File: src/rtl/rstseq_pkg.sv
package rstseq_pkg;

  localparam int NCAUSE = 4;

  localparam int C_POWERON = 0;
  localparam int C_LOWV    = 1;
  localparam int C_WDOG    = 2;
  localparam int C_PIN     = 3;

  typedef enum logic [2:0] {
    ST_STAB = 3'd0,
    ST_DRIVE = 3'd1,
    ST_HOLD = 3'd2,
    ST_EXTW = 3'd3,
    ST_RUN = 3'd4
  } seq_state_t;

  typedef logic [NCAUSE-1:0] cause_vec_t;

endpackage

File: src/rtl/rstseq_sync.sv
module rstseq_sync #(
  parameter int STAGES = 2
) (
  input  logic clk,
  input  logic arst,
  input  logic d_in,
  output logic q_out
);

  logic [STAGES-1:0] chain_q;

  generate
    genvar g;
    for (g = 0; g < STAGES; g++) begin : g_stage
      if (g == 0) begin : g_first
        always_ff @(posedge clk or posedge arst) begin
          if (arst) chain_q[g] <= 1'b1;
          else      chain_q[g] <= d_in;
        end
      end else begin : g_next
        always_ff @(posedge clk or posedge arst) begin
          if (arst) chain_q[g] <= 1'b1;
          else      chain_q[g] <= chain_q[g-1];
        end
      end
    end
  endgenerate

  assign q_out = chain_q[STAGES-1];

endmodule

File: src/rtl/rstseq_ctrl.sv
module rstseq_ctrl
  import rstseq_pkg::*;
#(
  parameter int STAB_CYC  = 4096,
  parameter int DRIVE_CYC = 32,
  parameter int HOLD_CYC  = 32
) (
  input  logic       clk,
  input  logic       arst,
  input  logic       wdog_req,
  input  logic       lowv_req,
  input  logic       pin_low,
  output seq_state_t state_o,
  output cause_vec_t trig_o,
  output logic       done_o
);

  localparam int MAXC = (STAB_CYC > DRIVE_CYC) ?
                        ((STAB_CYC > HOLD_CYC) ? STAB_CYC : HOLD_CYC) :
                        ((DRIVE_CYC > HOLD_CYC) ? DRIVE_CYC : HOLD_CYC);
  localparam int CW = $clog2(MAXC + 1);
  localparam logic [CW-1:0] STAB_LAST  = CW'(STAB_CYC - 1);
  localparam logic [CW-1:0] DRIVE_LAST = CW'(DRIVE_CYC - 1);
  localparam logic [CW-1:0] HOLD_LAST  = CW'(HOLD_CYC - 1);

  seq_state_t      state_q, state_d;
  logic [CW-1:0]   cnt_q, cnt_d;
  logic            take_int, take_ext;

  assign take_int = (wdog_req | lowv_req) && (state_q != ST_STAB);
  assign take_ext = pin_low && (state_q == ST_RUN);

  always_comb begin
    state_d = state_q;
    cnt_d   = cnt_q + 1'b1;
    if (take_int) begin
      state_d = ST_DRIVE;
      cnt_d   = '0;
    end else if (take_ext) begin
      state_d = ST_EXTW;
      cnt_d   = '0;
    end else begin
      unique case (state_q)
        ST_STAB: if (cnt_q == STAB_LAST) begin
          state_d = ST_DRIVE;
          cnt_d   = '0;
        end
        ST_DRIVE: if (cnt_q == DRIVE_LAST) begin
          state_d = ST_HOLD;
          cnt_d   = '0;
        end
        ST_HOLD: if (cnt_q == HOLD_LAST) begin
          state_d = ST_RUN;
          cnt_d   = '0;
        end
        ST_EXTW: begin
          cnt_d = '0;
          if (!pin_low) state_d = ST_HOLD;
        end
        ST_RUN: cnt_d = '0;
        default: begin
          state_d = ST_STAB;
          cnt_d   = '0;
        end
      endcase
    end
  end

  always_ff @(posedge clk or posedge arst) begin
    if (arst) begin
      state_q <= ST_STAB;
      cnt_q   <= '0;
    end else begin
      state_q <= state_d;
      cnt_q   <= cnt_d;
    end
  end

  always_comb begin
    trig_o = '0;
    if (take_int) begin
      trig_o[C_WDOG] = wdog_req;
      trig_o[C_LOWV] = lowv_req;
    end else if (take_ext) begin
      trig_o[C_PIN] = 1'b1;
    end
  end

  assign done_o  = !take_int && (state_q == ST_HOLD) && (cnt_q == HOLD_LAST);
  assign state_o = state_q;

endmodule

File: src/rtl/rstseq_status.sv
module rstseq_status
  import rstseq_pkg::*;
#(
  parameter bit CLEAR_OTHERS = 1'b1
) (
  input  logic       clk,
  input  logic       arst,
  input  cause_vec_t trig,
  input  logic       done,
  output cause_vec_t status_o
);

  localparam cause_vec_t POR_CAUSE = cause_vec_t'((1 << C_POWERON) | (1 << C_LOWV));

  cause_vec_t collect_q, status_q;

  always_ff @(posedge clk or posedge arst) begin
    if (arst) begin
      collect_q <= POR_CAUSE;
    end else if (trig != '0) begin
      if (CLEAR_OTHERS) collect_q <= trig;
      else              collect_q <= collect_q | trig;
    end
  end

  always_ff @(posedge clk or posedge arst) begin
    if (arst)      status_q <= '0;
    else if (done) status_q <= collect_q;
  end

  assign status_o = status_q;

endmodule

File: src/rtl/rstseq_top.sv
module rstseq_top
  import rstseq_pkg::*;
#(
  parameter int STAB_CYC     = 4096,
  parameter int DRIVE_CYC    = 32,
  parameter int HOLD_CYC     = 32,
  parameter int SYNC_STAGES  = 2,
  parameter bit CLEAR_OTHERS = 1'b1
) (
  input  logic                clk_xtal,
  input  logic                por_pulse,
  input  logic                wdog_ovf,
  input  logic                lowv_trip,
  input  logic                rst_pin_n_in,
  output logic                rst_pin_drive,
  output logic                clk_gate_en,
  output logic                cpu_hold,
  output logic [NCAUSE-1:0]   cause_status
);

  logic       pin_n_sync;
  seq_state_t state;
  cause_vec_t trig;
  logic       done;

  rstseq_sync #(.STAGES(SYNC_STAGES)) u_sync (
    .clk   (clk_xtal),
    .arst  (por_pulse),
    .d_in  (rst_pin_n_in),
    .q_out (pin_n_sync)
  );

  rstseq_ctrl #(
    .STAB_CYC  (STAB_CYC),
    .DRIVE_CYC (DRIVE_CYC),
    .HOLD_CYC  (HOLD_CYC)
  ) u_ctrl (
    .clk      (clk_xtal),
    .arst     (por_pulse),
    .wdog_req (wdog_ovf),
    .lowv_req (lowv_trip),
    .pin_low  (!pin_n_sync),
    .state_o  (state),
    .trig_o   (trig),
    .done_o   (done)
  );

  rstseq_status #(.CLEAR_OTHERS(CLEAR_OTHERS)) u_status (
    .clk      (clk_xtal),
    .arst     (por_pulse),
    .trig     (trig),
    .done     (done),
    .status_o (cause_status)
  );

  assign rst_pin_drive = (state == ST_STAB) || (state == ST_DRIVE);
  assign clk_gate_en   = (state != ST_STAB);
  assign cpu_hold      = (state != ST_RUN);

endmodule

File: config.mk
export PLATFORM = sky130hd
export DESIGN_NAME = rstseq_top
export DESIGN_NICKNAME = d
export VERILOG_FILES = /design/src/rtl/rstseq_pkg.sv /design/src/rtl/rstseq_sync.sv /design/src/rtl/rstseq_ctrl.sv /design/src/rtl/rstseq_status.sv /design/src/rtl/rstseq_top.sv
export SDC_FILE = /design/constraint.sdc
export NUM_CORES = 1
export LEC_CHECK = 0
export BUFFER_PORTS_ARGS = -buffer_cell sky130_fd_sc_hd__buf_2
export CAP_MARGIN = 30
export CORE_MARGIN = 5
export CORE_UTILIZATION = 27
export CTS_CLUSTER_DIAMETER = 50
export CTS_CLUSTER_SIZE = 12
export DETAILED_ROUTE_END_ITERATION = 12
export PLACE_DENSITY = 0.48
export SLEW_MARGIN = 20
export SYNTH_ARGS = -nofsm -noshare
export SYNTH_HDL_FRONTEND = slang
export SYNTH_HIERARCHICAL = 1
export SYNTH_SLANG_ARGS = --single-unit
File: constraint.sdc
create_clock -name clk_xtal -period 3 [get_ports clk_xtal]
set_clock_uncertainty 0.15 [all_clocks]
set_input_delay 0.45 -clock clk_xtal [delete_from_list [all_inputs] [get_ports clk_xtal]]
set_output_delay 0.45 -clock clk_xtal [all_outputs]
set_load 0.01 [all_outputs]
; ---- Word level (Yosys, flattened, before mapping)
; Cells that the tools add are included.
[classes]
bitwise = 1
n_addsub = 1
mux = 15
eq_ne = 12
n_reduce_logical = 12
[op_table]
columns = cell, count
row1 = $mux W13, 4
row2 = $pmux W13 S2, 1
row3 = $mux W3, 6
row4 = $pmux W3 S5, 1
row5 = $add A13 B1 Y13 const B, 1
row6 = $eq A13 B12 Y1 const B, 1
row7 = $eq A13 B5 Y1 const B, 1
row8 = $ne A4 B1 Y1 const B, 3
row9 = $eq A3 B2 Y1 const B, 2
row10 = $reduce_and A5 Y1, 1
row11 = $logic_and A1 B1 Y1, 4
row12 = $ne A4 B2 Y1 const B, 1
row13 = $reduce_bool A4 Y1, 1
row14 = $eq A3 B1 Y1 const B, 1
row15 = $eq A3 B3 Y1 const B, 1
row16 = $logic_not A3 Y1, 1
row17 = $ne A3 B1 Y1 const B, 1
row18 = $ne A3 B3 Y1 const B, 1
row19 = $reduce_bool A3 Y1, 1
row20 = $logic_not A1 Y1, 2
row21 = $mux W1, 2
row22 = $mux W2, 1
row23 = $reduce_or A2 Y1, 1
row24 = $logic_or A1 B1 Y1, 1
row25 = $or A1 B1 Y1, 1
[word_totals]
reg_bits = 26
in_bits = 5
out_inout_bits = 7

; ---- Logic depth before layout (Yosys ltp)
[logic_depth]
word_depth = 5
depth_mapped = 7

; ---- Cells and area by module
; Netlist, hierarchy kept.
[by_module_without_submodules]
columns = mod, instances, cells_per_inst, area_each_um2
row1 = rstseq_ctrl, 1, 100, 963.4
row2 = rstseq_status, 1, 23, 309.0
row3 = rstseq_sync, 1, 3, 56.3
row4 = rstseq_top, 1, 4, 22.5

; ---- Worst setup path before layout
; Ideal clock, no wire load.
[synth_timing]
path_kind = reg2reg
startpoint = register u_ctrl.cnt_q[0]
endpoint = register u_status.status_q[0], in the netlist u_status/status_o[0]
arrival_time_ns = 1.841
required_time_ns = 2.723
setup_slack_ns = 0.882
setup_ns = 0.127
n_path_buf = 0
stages_incl_launch_ff = 7
path_cell_list = dfrtp_1 -> ha_1 -> inv_1 -> nor2_1 -> nand4_1 -> nor4_1 -> mux2_1
[synth_between]
elab_chain_len = 2
[synth_lines]
columns = item, line
row1 = from (decl), rstseq_ctrl.sv:27  ; logic [CW-1:0] cnt_q, cnt_d;
row2 = from (signal assigned), rstseq_ctrl.sv:75  ; cnt_q <= cnt_d;
row3 = $eq A13 B5 Y1, rstseq_ctrl.sv:89  ; assign done_o = !take_int && (state_q == ST_HOLD) && (cnt_q == HOLD_LAST);
row4 = $logic_and A1 B1 Y1, rstseq_ctrl.sv:89
row5 = via done, rstseq_top.sv:24  ; logic done;
row6 = to (signal assigned), rstseq_status.sv:28  ; else if (done) status_q <= collect_q;
row7 = to (decl), rstseq_status.sv:15  ; cause_vec_t collect_q, status_q;
; The timed path passes the listed nets, and every way through them passes these cells.
; A chain may end at the register's enable or synchronous reset.

; ---- Worst setup path in the final report
[layout_timing]
startpoint = register u_ctrl.cnt_q[0]
endpoint = register u_ctrl.cnt_q[2]
[layout_between]
elab_chain_len = 5
elab_cells_between_ends = 8
classes_between = 1 x add/sub / 2 x eq/ne / 5 x mux
[layout_lines]
columns = item, line
row1 = "$add A13 B1 Y13, or another cell as far along", rstseq_ctrl.sv:35  ; cnt_d = cnt_q + 1'b1;
row2 = "$mux W13, on equally long branches", "rstseq_ctrl.sv:48, rstseq_ctrl.sv:52, rstseq_ctrl.sv:44"
row3 = $pmux W13 S2 (*), rstseq_ctrl.sv:43  ; unique case (state_q)
row4 = $mux W13 (*), rstseq_ctrl.sv:39  ; end else if (take_ext) begin
row5 = $mux W13 (*), rstseq_ctrl.sv:36  ; if (take_int) begin
row6 = via u_ctrl.cnt_d[2], rstseq_ctrl.sv:27
; Mark *: on every way through the listed nets, which the timed path passes. The rest lies on a longest branch.

==> summary.txt <==
first-pass GRT wire length: 4660 um
final setup vio count: 0
Die Y: 80.7 um
top_reg_cell synth: dfrtp_1
Synth Area in XOR/XNOR: 6.48%
initial antenna violation count: 0
reg2reg setup slack: 0.85 ns
Setup TNS Final: 0 ns
Initial Util: 28.2%
Post-CTS Setup Bufs: 0
maximum clock path buffer count: 2
Pre-Repair DR Iteration Count: 4
# rows: 25
CP most frequent cell: nor2_1
critical path class: reg2reg
synth-to-layout area growth: 14.3%
ANT nets after route: 0
CTS tree: yes
worst vdd ir: 0.158 mV
GPL Wtd Cong: 0.790
Avg Cell Area, Syn: 10.4 um^2
Pins Over Slew Limit: 0
area leader, netlist: dfrtp_1
synthesized area: 1350 um^2
Tot GR Track Use: 9.24%
Sequential Area: 656 um^2
met1 GRT Util: 10.6%
worst min path class: in2reg
share of layout cells above drive strength 1: 25.2%
Max Fclk: 465 MHz
worst-margin pin slew: 0.675 ns
# Max-Cap Violations: 0
DRC viols: 0
nature of the critical path startpoint: register
Die Area: 6520 um^2
Tcrit/Tclk final: 71.7%
Global Route met3 Usage: 2.99%
sequential cell area fraction in the yosys report: 48.5%
DR iter-0 viols: 32
core area: 4790 um^2
crit-path max FO: 12
Synth Warn #: 6
Via density: 4.46
final WL: 2620 um
Simple-Gate Fraction of Synth Area: 23.5%
post-DP HPWL: 1980 um
CTS buffer count: 3
total clock sinks: 26
RSZ-0062 raised after global routing: false
IO Pins: 12
# fillers: 499
root buffer cell: clkbuf_8
CP Cell Sequence: ha_1 > nand4_1 > nor4_2 > nor2_1 > o21bai_4 > nor2_1
clock-pin slew on the worst setup and hold paths: 0.10 ns
die width: 80.7 um
clk_lat worst skew: 0.27 ns
share of the synthesized area in the top cell type: 40.7%
Hold Vio Cnt, Final: 0
Setup crit end kind: register
Synth Instances: 130
syn nets: 136
Hold Worst Slack: 0.111 ns
number of synthesized flops with an enable pin: 0
compound-cell area share of the yosys netlist: 11.3%
slew margin rel.: 55.0%
Nets: 150
area of the multi-input gates: 619 um^2
H-tree levels: 1
WL/cell: 12.5 um
input/output buffers: 11
Antenna Diode Count: 0
count of different cell masters after synthesis: 42
Adder-Cell Fraction of Synth Area: 0.926%
async set or reset register ratio after synthesis: 100%
DR vias: 937
register bit total from synthesis: 26
top cells by area, synth: dfrtp_1, dfstp_2, nor2_1
Most Used Layer, Global Route: met2
CP Data Arrival Time: 2.14 ns
grt total ovfl: 0
Worst EP required: 2.99 ns
post-synthesis mux area share: 3.33%
met2 GRT Util: 16.3%
Slowest Stage Delay on Critical Path: 0.42 ns
largest net degree at the start of global routing: 17
outcome: finished, final reports clean
largest family of logic cells by synthesized area: simple AND/OR/NAND/NOR gates
vias in the first global route: 1007
PD cells: 445 nW/um^2
crit path buf inv count: 0
Leak: 0.654 nW
minimum clock period: 2.15 ns
Worst path slowest cell: o21bai_4
Crit path max-delay family: simple AND/OR/NAND/NOR gates
==> stage by stage <==
stage | power (mW) | utilization, % | setup WS [ns] | cells | instance area, um^2
floorplan | 0.392 | - | 0.882 | 130 | 1350
global placement | 0.400 | 30.6 | 0.864 | 205 | 1460
detailed placement | 0.400 | 30.6 | 0.829 | 205 | 1460
CTS | 0.700 | 32.3 | 0.815 | 210 | 1540
global route | 0.718 | 32.3 | 0.598 | 210 | 1540
finish | 0.687 | 32.3 | 0.848 | 210 | 1540
==> path summary, 6_finish.rpt <==
path	from	endpoint	cells after the start
worst max-delay path	u_ctrl/cnt_q[0]	u_ctrl/cnt_q[2]	6
worst min-delay path	rst_pin_n_in	u_sync/chain_q[0]	1
worst max register to register	u_ctrl/cnt_q[0]	u_ctrl/cnt_q[2]	6
worst min register to register	u_sync/chain_q[0]	u_sync/q_out	0
max in group asynchronous	por_pulse	u_ctrl/cnt_q[2]	3
min in group asynchronous	por_pulse	u_status/status_o[2]	3
==> layer usage <==
layer | part of all wire (%) | vias to the layer above
met4 | 0.65 | 0
met5 | 0 | -
met1 | 46 | 451
met3 | 4.1 | 2
li1 | - | 475
met2 | 49 | 9
==> cells in the mapped netlist, types with 2 or more instances <==
cell type / count
nand2_1: 5
buf_6: 2
xnor2_1: 6
xor2_1: 4
and3_1: 3
and2_1: 2
nor3_1: 2
inv_1: 11
mux2_1: 4
nand4_1: 4
a31o_1: 4
nor4_1: 4
dfstp_2: 4
nor2_2: 9
dfrtp_1: 22
nor2_1: 15
nand3_1: 4
==> cell families (layout without fill, tap and decap cells) <==
kind of cell               after synthesis  in the layout
DFF                                     26             26
adders and majority gates                1              1
buffers and inverters                   15             28
muxes                                    4              4
AOI/OAI and AO/OA                       17             17
and+or+nand+nor                         56             56
other                                    1              1
xor gates and xnor gates                10             10
==> registers in the layout (all words and copies together), names as in the netlist <==
signal,cells
u_sync/chain_q,1
u_status/status_o,4
u_status/collect_q,4
u_ctrl/state_o,3
u_ctrl/cnt_q,13
u_sync/q_out,1
==> repair_timing <==
item,in CTS,in global routing
hold endpoints to repair,6,0
gates resized for setup,0,0
hold buffers,1,0
==> report_power, final <==
group	total, mW	leakage (nW)	switching [mW]	internal (mW)
Clock	0.293	0.0357	0.115	0.179
Sequential	0.362	0.341	0.00330	0.358
Combinational	0.0321	0.278	0.0217	0.0104
Total	0.687	0.654	0.140	0.547
==> final cells by class <==
type / count / share of cell area [%]
Tap cell: 67 / 5.43
Clock inverter: 1 / 1.94
Sequential cell: 26 / 42.5
Timing Repair Buffer: 13 / 4.70
Multi-Input combinational cell: 89 / 40.1
Clock buffer: 3 / 2.67
Inverter: 11 / 2.67
==> layout by cell type, fill, tap and decap left out, drive strengths merged, types with 3 or more instances in the layout <==
cell     n
buf     12
nor4     5
xor2     4
inv     11
and3     3
nand3    5
xnor2    6
dfstp    4
nand4    4
mux2     4
nor2    25
dfrtp   22
a31o     4
nand2    5
clkbuf   3
No activity file was read; power rests on OpenSTA's default activity.
